## config.mk

```make
export PLATFORM = sky130hd
export DESIGN_NAME = eth_txstat_reg
export DESIGN_NICKNAME = d
export VERILOG_FILES = /design/src/rtl/eth_txstat_pkg.sv /design/src/rtl/txstat_satcnt.sv /design/src/rtl/txstat_linkmon.sv /design/src/rtl/eth_txstat_reg.sv
export SDC_FILE = /design/constraint.sdc
export NUM_CORES = 1
export LEC_CHECK = 0
export ABC_AREA = 1
export BUFFER_PORTS_ARGS = -buffer_cell sky130_fd_sc_hd__buf_2
export CELL_PAD_IN_SITES_DETAIL_PLACEMENT = 0
export CELL_PAD_IN_SITES_GLOBAL_PLACEMENT = 1
export CORE_UTILIZATION = 34
export CTS_CLUSTER_SIZE = 40
export DETAILED_ROUTE_END_ITERATION = 12
export PLACE_DENSITY = 0.84
export SLEW_MARGIN = 20
export SYNTH_ARGS = -nofsm -noshare
export SYNTH_HDL_FRONTEND = slang
export SYNTH_HIERARCHICAL = 1
export SYNTH_SLANG_ARGS = --single-unit
```

## constraint.sdc

```tcl
create_clock -name clk -period 1.3 [get_ports clk]
set_input_delay 0.26 -clock clk [delete_from_list [all_inputs] [get_ports clk]]
set_output_delay 0.26 -clock clk [all_outputs]
set_load 0.02 [all_outputs]
```

## src/rtl/eth_txstat_pkg.sv

```systemverilog
package eth_txstat_pkg;
   localparam int STAT_W = 16;

   localparam int B_SUCCESS  = 0;
   localparam int B_COL1     = 1;
   localparam int B_COLN     = 2;
   localparam int B_MCAST    = 3;
   localparam int B_COL16    = 4;
   localparam int B_SQE      = 5;
   localparam int B_BCAST    = 6;
   localparam int B_DEFER    = 7;
   localparam int B_LATECOL  = 9;
   localparam int B_LOSTCRS  = 10;
   localparam int B_EXCDEF   = 11;
   localparam int B_ROLL     = 12;
   localparam int B_LINK     = 14;
   localparam int B_UNDERRUN = 15;

   typedef logic [STAT_W-1:0] stat_word_t;

   // flags cleared when a frame starts
   localparam stat_word_t CLR_AT_START = 16'h007F;
   // flags cleared when a frame ends
   localparam stat_word_t CLR_AT_END   = 16'h0880;
   // flags cleared when the host re-enables transmit
   localparam stat_word_t CLR_AT_TXEN  = 16'h8600;
   // bits held in the flag register (link is live, 8 and 13 unused)
   localparam stat_word_t FLAG_MASK    = 16'h9EFF;
endpackage

```

## src/rtl/txstat_satcnt.sv

```systemverilog
module txstat_satcnt #(
   parameter int LIMIT = 64
) (
   input  logic clk,
   input  logic rst_n,
   input  logic clr,
   input  logic inc,
   output logic over
);
   localparam int CW = $clog2(LIMIT + 2);
   localparam logic [CW-1:0] TOP = CW'(LIMIT + 1);

   if (LIMIT < 1) begin : g_bad_limit
      $error("txstat_satcnt: LIMIT must be at least 1");
   end

   logic [CW-1:0] cnt_q;

   always_ff @(posedge clk) begin
      if (!rst_n)              cnt_q <= '0;
      else if (clr)            cnt_q <= '0;
      else if (inc && cnt_q != TOP) cnt_q <= cnt_q + 1'b1;
   end

   assign over = (cnt_q == TOP);
endmodule

```

## src/rtl/txstat_linkmon.sv

```systemverilog
module txstat_linkmon #(
   parameter int SYNC_STAGES = 2
) (
   input  logic clk,
   input  logic rst_n,
   input  logic pin_n,
   output logic link_ok,
   output logic change
);
   if (SYNC_STAGES < 2) begin : g_bad_sync
      $error("txstat_linkmon: SYNC_STAGES must be at least 2");
   end

   logic [SYNC_STAGES-1:0] sync_q;
   logic                   prev_q;

   for (genvar i = 0; i < SYNC_STAGES; i++) begin : g_stage
      if (i == 0) begin : g_first
         always_ff @(posedge clk) begin
            if (!rst_n) sync_q[0] <= 1'b1;
            else        sync_q[0] <= pin_n;
         end
      end else begin : g_next
         always_ff @(posedge clk) begin
            if (!rst_n) sync_q[i] <= 1'b1;
            else        sync_q[i] <= sync_q[i-1];
         end
      end
   end

   always_ff @(posedge clk) begin
      if (!rst_n) prev_q <= 1'b1;
      else        prev_q <= sync_q[SYNC_STAGES-1];
   end

   assign link_ok = ~sync_q[SYNC_STAGES-1];
   assign change  = sync_q[SYNC_STAGES-1] ^ prev_q;
endmodule

```

## src/rtl/eth_txstat_reg.sv

```systemverilog
module eth_txstat_reg
   import eth_txstat_pkg::*;
#(
   parameter int LATE_COL_BYTES = 64,
   parameter int EXC_DEF_BYTES  = 3036,
   parameter int SYNC_STAGES    = 2
) (
   input  logic        clk,
   input  logic        rst_n,
   input  logic        host_txen_set,
   input  logic        host_txen_clr,
   input  logic        early_tx_en,
   input  logic        crs_mon_en,
   input  logic        ev_frame_start,
   input  logic        ev_frame_end,
   input  logic        ev_success,
   input  logic        ev_col_single,
   input  logic        ev_col_multi,
   input  logic        ev_col_16,
   input  logic        ev_collision,
   input  logic        ev_mcast,
   input  logic        ev_bcast,
   input  logic        ev_sqe,
   input  logic        ev_underrun,
   input  logic        ev_preamble_end,
   input  logic        ev_crs,
   input  logic        ev_ifg_crs,
   input  logic        tx_pending,
   input  logic        byte_tick,
   input  logic        link_n_pin,
   input  logic        ctr_max,
   input  logic        ctr_read,
   output logic [15:0] status_word,
   output logic        snap_valid,
   output logic [15:0] snap_word,
   output logic        tx_enable,
   output logic        link_irq
);
   if (STAT_W != 16) begin : g_bad_width
      $error("eth_txstat_reg: status word must be 16 bits");
   end
   if (EXC_DEF_BYTES <= LATE_COL_BYTES) begin : g_bad_windows
      $error("eth_txstat_reg: deferral limit must exceed late-collision window");
   end

   logic       in_frame_q, stop_pend_q, txen_q;
   stat_word_t flags_q, set_vec, clr_vec, live_word;
   logic       late_window, exc_over, link_ok;
   logic       ev_latecol, ev_lostcrs, ev_urun, fatal;

   // byte time since frame start (late-collision window)
   txstat_satcnt #(.LIMIT(LATE_COL_BYTES)) u_colwin (
      .clk   (clk),
      .rst_n (rst_n),
      .clr   (ev_frame_start),
      .inc   (byte_tick & in_frame_q),
      .over  (late_window)
   );

   // byte time spent waiting to transmit (deferral)
   txstat_satcnt #(.LIMIT(EXC_DEF_BYTES)) u_defwin (
      .clk   (clk),
      .rst_n (rst_n),
      .clr   (ev_frame_start | ev_frame_end),
      .inc   (byte_tick & tx_pending & ~in_frame_q),
      .over  (exc_over)
   );

   txstat_linkmon #(.SYNC_STAGES(SYNC_STAGES)) u_link (
      .clk     (clk),
      .rst_n   (rst_n),
      .pin_n   (link_n_pin),
      .link_ok (link_ok),
      .change  (link_irq)
   );

   assign ev_urun    = ev_underrun & early_tx_en;
   assign ev_latecol = ev_collision & in_frame_q & late_window;
   assign ev_lostcrs = ev_preamble_end & crs_mon_en & ~ev_crs;
   assign fatal      = ev_urun | ev_latecol | ev_lostcrs;

   always_comb begin
      set_vec             = '0;
      set_vec[B_SUCCESS]  = ev_success;
      set_vec[B_COL1]     = ev_col_single;
      set_vec[B_COLN]     = ev_col_multi;
      set_vec[B_MCAST]    = ev_mcast;
      set_vec[B_COL16]    = ev_col_16;
      set_vec[B_SQE]      = ev_sqe;
      set_vec[B_BCAST]    = ev_bcast;
      set_vec[B_DEFER]    = ev_ifg_crs;
      set_vec[B_LATECOL]  = ev_latecol;
      set_vec[B_LOSTCRS]  = ev_lostcrs;
      set_vec[B_EXCDEF]   = exc_over & ~ev_frame_end;
      set_vec[B_ROLL]     = ctr_max;
      set_vec[B_UNDERRUN] = ev_urun;

      clr_vec = '0;
      if (ev_frame_start) clr_vec = clr_vec | CLR_AT_START;
      if (ev_frame_end)   clr_vec = clr_vec | CLR_AT_END;
      if (host_txen_set)  clr_vec = clr_vec | CLR_AT_TXEN;
      if (ctr_read)       clr_vec[B_ROLL] = 1'b1;
   end

   always_ff @(posedge clk) begin
      if (!rst_n) begin
         flags_q     <= '0;
         in_frame_q  <= 1'b0;
         stop_pend_q <= 1'b0;
         txen_q      <= 1'b0;
         snap_valid  <= 1'b0;
         snap_word   <= '0;
      end else begin
         flags_q    <= (set_vec | (flags_q & ~clr_vec)) & FLAG_MASK;
         in_frame_q <= ev_frame_start | (in_frame_q & ~ev_frame_end);
         stop_pend_q <= (host_txen_clr & in_frame_q)
                      | (stop_pend_q & ~ev_frame_end & ~host_txen_set & ~fatal);
         if (fatal)                              txen_q <= 1'b0;
         else if (host_txen_set)                 txen_q <= 1'b1;
         else if (host_txen_clr && !in_frame_q)  txen_q <= 1'b0;
         else if (stop_pend_q && ev_frame_end)   txen_q <= 1'b0;
         snap_valid <= ev_frame_end;
         if (ev_frame_end) snap_word <= live_word | (set_vec & FLAG_MASK);
      end
   end

   always_comb begin
      live_word         = flags_q;
      live_word[B_LINK] = link_ok;
   end

   assign status_word = live_word;
   assign tx_enable   = txen_q;
endmodule

```

==> impl_metrics.csv, run 1 <==
group,metric,value,unit
die,row_count,30,
clock_network,ctsLongestPathBuffers,2,
die,die_h,86.80,um
run_status,outcome,"finished clean",
layout,fin_cells,515,
grt,track_usage,15.05,%
pwr,peakVddDrop,0.4377,mV
grt,antenna_found_initial,0,
clock_network,ctsHoldBuffers,0,
grt,grt_pass1_wl,9039,um
route,vias,2322,
sta,report.final.slew_viol_count,0,
layout,fin_nets,447,
sta,fmax,772.2,MHz
grt,grt_start_max_net_pins,18,
synthesis,ys_seq_elements,53,
synthesis,synth_top_family_by_area,"simple AND/OR/NAND/NOR gates",
critical_path,path_class,"flop to flop",
route,antenna_left,0,
clock_network,clkSinkCount,53,
synthesis,seq_area_frac_synth,43.40,%
sta,setup_violations,0,
sta,rsz0062_at_grt,"true",
pwr,power.total,0.003018,W
clock_network,clockRootBuffer,"clkbuf_8",
clock_network,cts_tree,"yes",
synthesis,synth-adder-area-share,2.047,%
critical_path,end_kind,"flop",
placed_design,gp_congestion,0.8195,
synthesis,synth_mux_area_share,0,%
die,core-area,6869,um^2
sta,post-route-period-util,99.62,%
placed_design,dp_cells,500,
route,drt-vias-per-instance,4.509,
route,drtPass1Iterations,4,
synthesis,yosys.area_share.simple,33.88,%
critical_path,crit_arrival,1540,ps
clock_network,htreeDepth,2,
layout,insertedDiodeCount,0,
sta,hold_viol_final,0,
route,wl_per_cell,10.65,um
critical_path,critPathLaunchType,"flop",
route,remaining_drc_errors,0,
flow_run,cap_violations,0,
placed_design,hpwl,4139,um
placed_design,port_buffers,55,
clock_network,cts_buffers,5,
synthesis,yosysWarnings,6,
die,die_width,86.80,um
clock_network,clkTransAtPathRegs,100,ps
synthesis,synth.distinct_cells,29,
synthesis,avgSynthCellArea,7.276,um^2
clock_network,clk_latency,300,ps
layout,area_growth,30.30,%
synthesis,netlist_instances,336,
synthesis,syn_area,2445,um^2
pwr,power_density,947.3,nW/um^2
route,wirelength,5483,um
sta,skew,7.858,ps
worst_hold_path,min_path_type,"primary input to flop",
route,drtIter0Drc,87,
sta,fin_crit,1295,ps
pwr,leakage,1.456,nW
die,start_util,35.59,%
synthesis,synth_xor_area_share,1.791,%
critical_path,worstPathRequired,1540,ps
grt,grt_pass1_vias,2134,
layout,drive_above_1_share,31.74,%
die,io-pin-count,60,
grt,grt_overflow,0,
sta,finalSetupTns,0,ps
critical_path,crit_fanout,3,
die,die_area,7534,um^2
synthesis,synth_compound_area_share,7.574,%
[logic make-up (layout without fill, tap and decap cells)]
group	count (synthesis)	after routing
simple gates	182	183
xor+xnor	5	5
buf+inv	55	134
other cells	1	4
compound gates	36	36
fa+ha+maj	4	4
flops	53	53
[synthesized netlist by cell type]
library cell / instances / area, um^2
nand2_8: 1 / 20.02
nand3_2: 1 / 10.01
inv_2: 1 / 3.750
buf_4: 7 / 52.55
o21ai_1: 7 / 35.03
xnor2_1: 1 / 8.760
nand4_1: 9 / 56.30
nand3_1: 27 / 135.1
dfxtp_1: 53 / 1061
nand3_4: 2 / 35.03
nand2_1: 68 / 255.2
inv_1: 39 / 146.4
o211ai_1: 1 / 7.510
a211oi_1: 1 / 7.510
inv_4: 1 / 6.260
buf_6: 4 / 45.04
inv_6: 1 / 8.760
a21oi_1: 13 / 65.06
conb_1: 1 / 3.750
nand2_2: 2 / 12.51
o21ai_0: 14 / 70.07
buf_2: 2 / 10.01
nor2_4: 1 / 11.26
nor2_1: 63 / 236.5
xor2_1: 4 / 35.03
ha_1: 4 / 50.05
nor3_1: 3 / 15.01
nand2_4: 2 / 22.52
nor2_2: 3 / 18.77
[critical path: stages (launching register included)]
cell	delay (ps)
dfxtp_1	400
nand2_2	110
nor2_1	140
nand2_1	100
nor2_1	170
inv_1	80
nor2_1	100
nor2_1	40
nor2_1	100
[per-layer routing]
layer	routed length, um	global-route usage (%)	part of all wire (%)	up-vias
li1	-	-	-	1223
met1	2455	18.58	45	1042
met2	2728	25.84	50	49
met3	223	3.619	4.1	8
met4	75	4.545	1.4	0
met5	0	0	0	-
[where the power goes]
part / internal, W / switching (W)
logic: 0.000137 / 0.000248
clock network: 0.000380 / 0.000534
registers: 0.00168 / 0.0000342
total: 0.00220 / 0.000817
[cell type report]
cell class | instances | area (um^2)
multi-input cells | 232 | 1232
well taps | 96 | 120.1
flip-flops and latches | 53 | 1074
clock buffers | 6 | 72.57
clock inverters | 2 | 15.01
inverters | 42 | 167.7
repair buffers | 84 | 504.2
fillers | 697 | 3684
[cell usage in the layout, fill, tap and decap left out, types with 5 or more instances in the layout]
| cell | n |
|---|---|
| nand3_2 | 5 |
| buf_2 | 55 |
| nor2_1 | 60 |
| dfxtp_2 | 7 |
| inv_2 | 6 |
| inv_1 | 34 |
| nand2_1 | 65 |
| o21ai_1 | 7 |
| dfxtp_1 | 45 |
| nand3_1 | 23 |
| buf_4 | 26 |
| nand4_1 | 9 |
| o21ai_0 | 14 |
| a21oi_1 | 13 |
| clkbuf_8 | 5 |
[sequential cells by signal (all words and copies together) (netlist names)]
name	count
in_frame_q	1
tx_enable	1
u_link/sync_q	2
snap_word	14
u_colwin/cnt_q	7
snap_valid	1
flags_q	13
stop_pend_q	1
u_link/prev_q	1
u_defwin/cnt_q	12
[final timing paths]
kind | start | to | slack [ps] | cells past startpoint
hold / removal | ctr_read | flags_q[12] | 130 | 2
setup reg to reg | u_defwin/cnt_q[2] | u_defwin/cnt_q[11] | 5 | 8
hold reg to reg | flags_q[11] | snap_word[11] | 470 | 2
setup / recovery | u_defwin/cnt_q[2] | u_defwin/cnt_q[11] | 5 | 8
[what timing repair did]
action / 4_1_cts / 5_1_grt
pin swaps: 4 / 11
cloned: 1 / 0
resized for setup: 9 / 29
endpoints found under the setup margin: 13 / 22
buffers inserted: 2 / 4
[stage by stage]
stage	area, um^2	worst slack (ps)	hold slack, ps	utilization [%]
floorplan	2459	42.53	328.7	-
global placement	2919	-6.065	439.2	42.50
detailed placement	2919	-37.60	439.5	42.50
CTS	3062	0.03197	115.0	44.57
global route	3186	-74.38	125.1	46.38
finish	3186	4.942	129.2	46.38
No activity file was read; power rests on OpenSTA's default activity.
==> run 2, diff against run 1 <==
--- a/config.mk
+++ b/config.mk
@@ -13,6 +13,7 @@
 export CTS_CLUSTER_SIZE = 40
 export DETAILED_ROUTE_END_ITERATION = 12
 export PLACE_DENSITY = 0.84
+export SETUP_SLACK_MARGIN = 0.05
 export SLEW_MARGIN = 20
 export SYNTH_ARGS = -nofsm -noshare
 export SYNTH_HDL_FRONTEND = slang
==> run 2 against run 1 <==
  * Sequential share of layout area shrank 1.7 points
  * Clock skew increased by 4.5 ps
  * First-iteration DRC count down 32%
  * Die area stayed put
  * Combinational power up 5.5%
  * Flip-flop and latch count is the same
  * Hold slack worse by 9.0 ps
  * Non-clock buffer count rose by 1
  * Critical endpoint unchanged
  * Largest cell class unchanged
==> impl_metrics.csv, run 2 (synthesis results as in run 1) <==
group,metric,value,unit
sta,post-route-period-util,97.09,%
sta,skew,12.40,ps
sta,setup_violations,0,
critical_path,critPathLaunchType,"flop",
sta,fin_ws,37.89,ps
run_status,outcome,"finished clean",
critical_path,crit_arrival,1510,ps
route,drtPass1Iterations,4,
layout,reg.largest.list,"snap_word (14), flags_q (13), u_defwin/cnt_q (12)",
sta,fin_crit,1262,ps
die,core-area,6869,um^2
critical_path,path_class,"flop to flop",
die,die_h,86.80,um
die,row_count,30,
clock_network,clkSinkCount,53,
critical_path,crit_fanout,4,
grt,grt_pass1_wl,9232,um
layout,nFillCells,692,
sta,report.final.slew_viol_count,0,
route,antenna_left,0,
placed_design,dp_cells,502,
grt,grt_busiest_layer,"met2",
layout,final_cell_mix,"nor2_1 (55), nand2_1 (54), buf_2 (54)",
flow_run,cap_violations,0,
critical_path,end_kind,"flop",
critical_path,ff2ff_setup_slack,40,ps
grt,grtUsageMet1,19.01,%
route,drt-vias-per-instance,4.556,
layout,fin_cells,516,
worst_hold_path,min_path_type,"primary input to flop",
sta,rsz0062_at_grt,"true",
grt,track_usage,15.62,%
sta,fmax,792.3,MHz
die,die_width,86.80,um
clock_network,cts_tree,"yes",
layout,largest_reg_flops,14,
clock_network,clk_latency,310,ps
layout,fin_nets,448,
critical_path,startpoint,"u_defwin/cnt_q[0]",
placed_design,hpwl,4044,um
placed_design,port_buffers,55,
placed_design,gp_congestion,0.8139,
critical_path,crit_path_end,"u_defwin/cnt_q[11]",
grt,use_met2,26.27,%
clock_network,ctsLongestPathBuffers,2,
pwr,leakage,1.495,nW
sta,hold_viol_final,0,
layout,insertedDiodeCount,0,
grt,grt_pass1_vias,2121,
critical_path,r2r-start,"u_defwin/cnt_q[0]",
worst_hold_path,hp-start,"ctr_read",
route,drtIter0Drc,59,
worst_hold_path,holdPathStages,2,
die,start_util,35.59,%
grt,use_met3,3.524,%
layout,utilization,49.02,%
critical_path,reg2reg_to,"u_defwin/cnt_q[11]",
layout,area_growth,37.72,%
route,wl_per_cell,11.08,um
clock_network,htreeDepth,2,
clock_network,cts_buffers,5,
route,remaining_drc_errors,0,
grt,antenna_found_initial,0,
clock_network,clockRootBuffer,"clkbuf_8",
clock_network,ctsHoldBuffers,0,
layout,regMostFlops,"snap_word",
pwr,power.total,0.003266,W
die,die_area,7534,um^2
critical_path,r2r_cells,9,
pwr,power_density,969.9,nW/um^2
grt,grt_start_max_net_pins,18,
clock_network,clkTransAtPathRegs,100,ps
layout,drive_above_1_share,39.76,%
placed_design,post-place-ws,-27.86,ps
route,vias,2351,
pwr,peakVddDrop,0.5071,mV
die,io-pin-count,60,
route,wirelength,5716,um
layout,mostFrequentLayoutCell,"nor2_1",
grt,grt_overflow,0,
sta,finalSetupTns,0,ps
critical_path,worstPathRequired,1550,ps
run 2: cell types whose count changed in the layout (fill, tap and decap cells not counted), sizes merged:
cell	delta
buf	+1
bufinv	+1
clkinv	+1
clkinvlp	-1
inv	-1
run 2: report_power, final:
group	internal [W]	switching, W	leakage (nW)	total, W
Sequential	0.00168	0.0000321	0.438	0.00172
Clock	0.000579	0.000565	0.0554	0.00114
Combinational	0.000146	0.000260	1.00	0.000406
Total	0.00241	0.000857	1.49	0.00327
run 2: worst min-delay path by stage:
stage,endpoint
CTS,flags_q[12]
floorplan,u_link/sync_q[0]
global placement,u_link/sync_q[1]
global route,flags_q[12]
detailed placement,u_link/sync_q[1]
finish,flags_q[12]
run 2: cell type report:
cell class	instances	area, um^2	area share [%]
clock buffers	6	72.57	2.155
clock inverters	2	38.79	1.152
inverters	42	171.4	5.091
multi-input cells	232	1365	40.54
flip-flops and latches	53	1077	32.00
well taps	96	120.1	3.567
repair buffers	85	521.8	15.50
run 2: worst max-delay path, cell delays in order (launching register included):
cell and delay, ps:
dfxtp_4 380, buf_4 130, nand2_2 60, nor2_2 120, nand2_2 120, nor2_4 130
inv_1 50, nor2_2 90, nor2_1 50, nor2_1 70
run 2: repair_timing:
item / in CTS / in global routing
endpoints found under the hold margin: 0 / 0
endpoints found under the setup margin: 17 / 24
resized for setup: 15 / 64
pin swaps: 7 / 28
gates cloned: 1 / 0
buffers inserted: 3 / 2
run 2: through the flow:
stage               hold slack [ps]  area, um^2
floorplan                     328.7        2461
global placement              436.4        2937
detailed placement            441.5        2937
CTS                           115.7        3134
global route                  114.9        3367
finish                        120.3        3367
run 2: per-layer routing:
metal	vias up	part of all wire (%)
li1	1222	-
met1	1086	44
met2	37	52
met3	6	2.6
met4	0	1.2
met5	-	0
==> run 3, diff against run 2 <==
--- a/config.mk
+++ b/config.mk
@@ -13,6 +13,7 @@
 export CTS_CLUSTER_SIZE = 40
 export DETAILED_ROUTE_END_ITERATION = 12
 export PLACE_DENSITY = 0.84
+export RECOVER_POWER = 25
 export SETUP_SLACK_MARGIN = 0.05
 export SLEW_MARGIN = 20
 export SYNTH_ARGS = -nofsm -noshare
==> run 3 against run 2 <==
  * Die area is the same
  * Final cell count is the same
  * Total power shrank 0.40%
  * Sequential share of layout area grew 0.19 points
  * Clock skew is essentially flat
  * Routed wire length shrank 0.23%
  * Combinational power shrank 2%
  * Global-route usage is the same
  * Critical path depth is the same
  * Maximum frequency is essentially flat
  * Sequential power is essentially flat
  * Core utilization shrank 0.29 points
  * Largest power group unchanged
==> impl_metrics.csv, run 3 (synthesis results as in run 1) <==
group,metric,value,unit
layout,fin_area,3347,um^2
sta,fin_ws,36.98,ps
die,die_h,86.80,um
run_status,outcome,"finished clean",
critical_path,r2r-start,"u_defwin/cnt_q[0]",
placed_design,place_area,2937,um^2
worst_hold_path,holdPathStages,2,
sta,rsz0062_at_grt,"true",
grt,track_usage,15.62,%
sta,skew,12.67,ps
pwr,p_seq_share,52.7,%
flow_run,cap_violations,0,
grt,grt_pass1_vias,2121,
critical_path,path_class,"flop to flop",
critical_path,ff2ff_setup_slack,40,ps
worst_hold_path,min_path_type,"primary input to flop",
layout,reg.largest.list,"snap_word (14), flags_q (13), u_defwin/cnt_q (12)",
clock_network,clkTransAtPathRegs,100,ps
route,remaining_drc_errors,0,
clock_network,clk_latency,310,ps
clock_network,clkSinkCount,53,
placed_design,gp_congestion,0.8139,
clock_network,cts_tree,"yes",
layout,drive_above_1_share,38.81,%
pwr,p_comb_share,12.2,%
clock_network,ctsLongestPathBuffers,2,
die,core-area,6869,um^2
worst_hold_path,hold_end,"flags_q[12]",
pwr,p_sw_share,26.09,%
critical_path,r2r_cells,9,
pwr,switchingPower,0.0008486,W
sta,setup_violations,0,
clock_network,ctsHoldBuffers,0,
route,drt-vias-per-instance,4.570,
pwr,power_density,971.8,nW/um^2
critical_path,reg2reg_to,"u_defwin/cnt_q[11]",
layout,insertedDiodeCount,0,
die,row_count,30,
route,drtIter0Drc,71,
layout,largest_reg_flops,14,
worst_hold_path,hp-start,"ctr_read",
sta,fmax,791.8,MHz
die,io-pin-count,60,
sta,post-route-period-util,97.16,%
layout,area_growth,36.90,%
sta,hold_viol_final,0,
clock_network,htreeDepth,2,
layout,final_cell_mix,"nand2_1 (55), nor2_1 (55), buf_2 (53)",
pwr,internal_power,0.002404,W
die,start_util,35.59,%
sta,fin_crit,1263,ps
clock_network,cts_buffers,5,
placed_design,hpwl,4044,um
critical_path,critPathLaunchType,"flop",
die,die_area,7534,um^2
sta,report.final.slew_viol_count,0,
pwr,p_clk_share,35.0,%
route,vias,2358,
sta,finalSetupTns,0,ps
grt,grt_start_max_net_pins,18,
grt,grt_pass1_wl,9232,um
critical_path,worstPathRequired,1550,ps
grt,antenna_found_initial,0,
grt,grt_overflow,0,
route,wirelength,5703,um
layout,fin_nets,448,
route,antenna_left,0,
placed_design,port_buffers,55,
route,drtPass1Iterations,4,
placed_design,post-place-ws,-27.86,ps
critical_path,crit_arrival,1510,ps
critical_path,crit_fanout,4,
critical_path,end_kind,"flop",
route,wl_per_cell,11.05,um
pwr,peakVddDrop,0.4950,mV
clock_network,clockRootBuffer,"clkbuf_8",
pwr,leakage,1.482,nW
layout,regMostFlops,"snap_word",
die,die_width,86.80,um
==> run 3: cell types whose count changed in the layout (fill, tap and decap cells not counted), moves of 2 or more <==
| cell | delta |
|---|---|
| clkbuf_1 | +2 |
| o21ai_0 | +5 |
| buf_4 | -2 |
| o21ai_1 | -5 |
==> run 3: how the worst max path moves through the flow <==
stage                       from                 end  slack [ps]  cells past startpoint
3_3_place_gp   u_defwin/cnt_q[0]   u_defwin/cnt_q[6]          10                      6
6_report       u_defwin/cnt_q[0]  u_defwin/cnt_q[11]          40                      9
5_1_grt        u_defwin/cnt_q[0]  u_defwin/cnt_q[11]         -70                      9
4_1_cts        u_defwin/cnt_q[1]  u_defwin/cnt_q[11]           9                      9
2_1_floorplan  u_colwin/cnt_q[1]        snap_word[9]          70                     10
3_5_place_dp   u_defwin/cnt_q[0]  u_defwin/cnt_q[11]         -30                      8
==> run 3: critical path: stages, from the launching register on <==
cell and delay (ps):
dfxtp_4 380, buf_4 130, nand2_2 60, nor2_2 120, nand2_2 120, nor2_4 130, inv_1 50, nor2_2 90
nor2_1 50, nor2_1 70
==> run 3: through the flow <==
stage	util, %	instances	power, W	hold slack [ps]
3_5_place_dp	42.75	502	0.002144	441.5
4_1_cts	45.63	514	0.003279	115.7
2_1_floorplan	-	339	0.001996	328.7
3_3_place_gp	42.75	502	0.002137	436.4
5_1_grt	48.73	516	0.003404	114.9
6_report	48.73	516	0.003253	122.2
==> run 3: cell type report <==
type                            instances  area [um^2]
Clock buffer                            6        72.57
Clock inverter                          2        38.79
Fill cell                             698         3522
Inverter                               42        171.4
Multi-Input combinational cell        232         1353
Sequential cell                        53         1077
Tap cell                               96        120.1
Timing Repair Buffer                   85        514.2
==> run 3: routing by layer <==
layer	wire, um	up-vias	GRT usage [%]
met4	74	0	6.970
met5	0	-	0
li1	-	1223	-
met3	171	7	3.524
met1	2513	1084	19.01
met2	2943	44	26.27
==> run 3: power groups by stage <==
stage	logic (W)	registers, W	clock network, W
finish	0.000398	0.00172	0.00114
global route	0.000442	0.00172	0.00124
CTS	0.000391	0.00172	0.00117
detailed placement	0.000389	0.00175	0
global placement	0.000383	0.00175	0
floorplan	0.000176	0.00182	0
==> run 3: repair_timing <==
| item | CTS | global route |
|---|---|---|
| resized for setup | 15 | 64 |
| pin swaps | 7 | 28 |
| cloned | 1 | 0 |
| setup buffers | 3 | 2 |
| setup endpoints to repair | 17 | 24 |
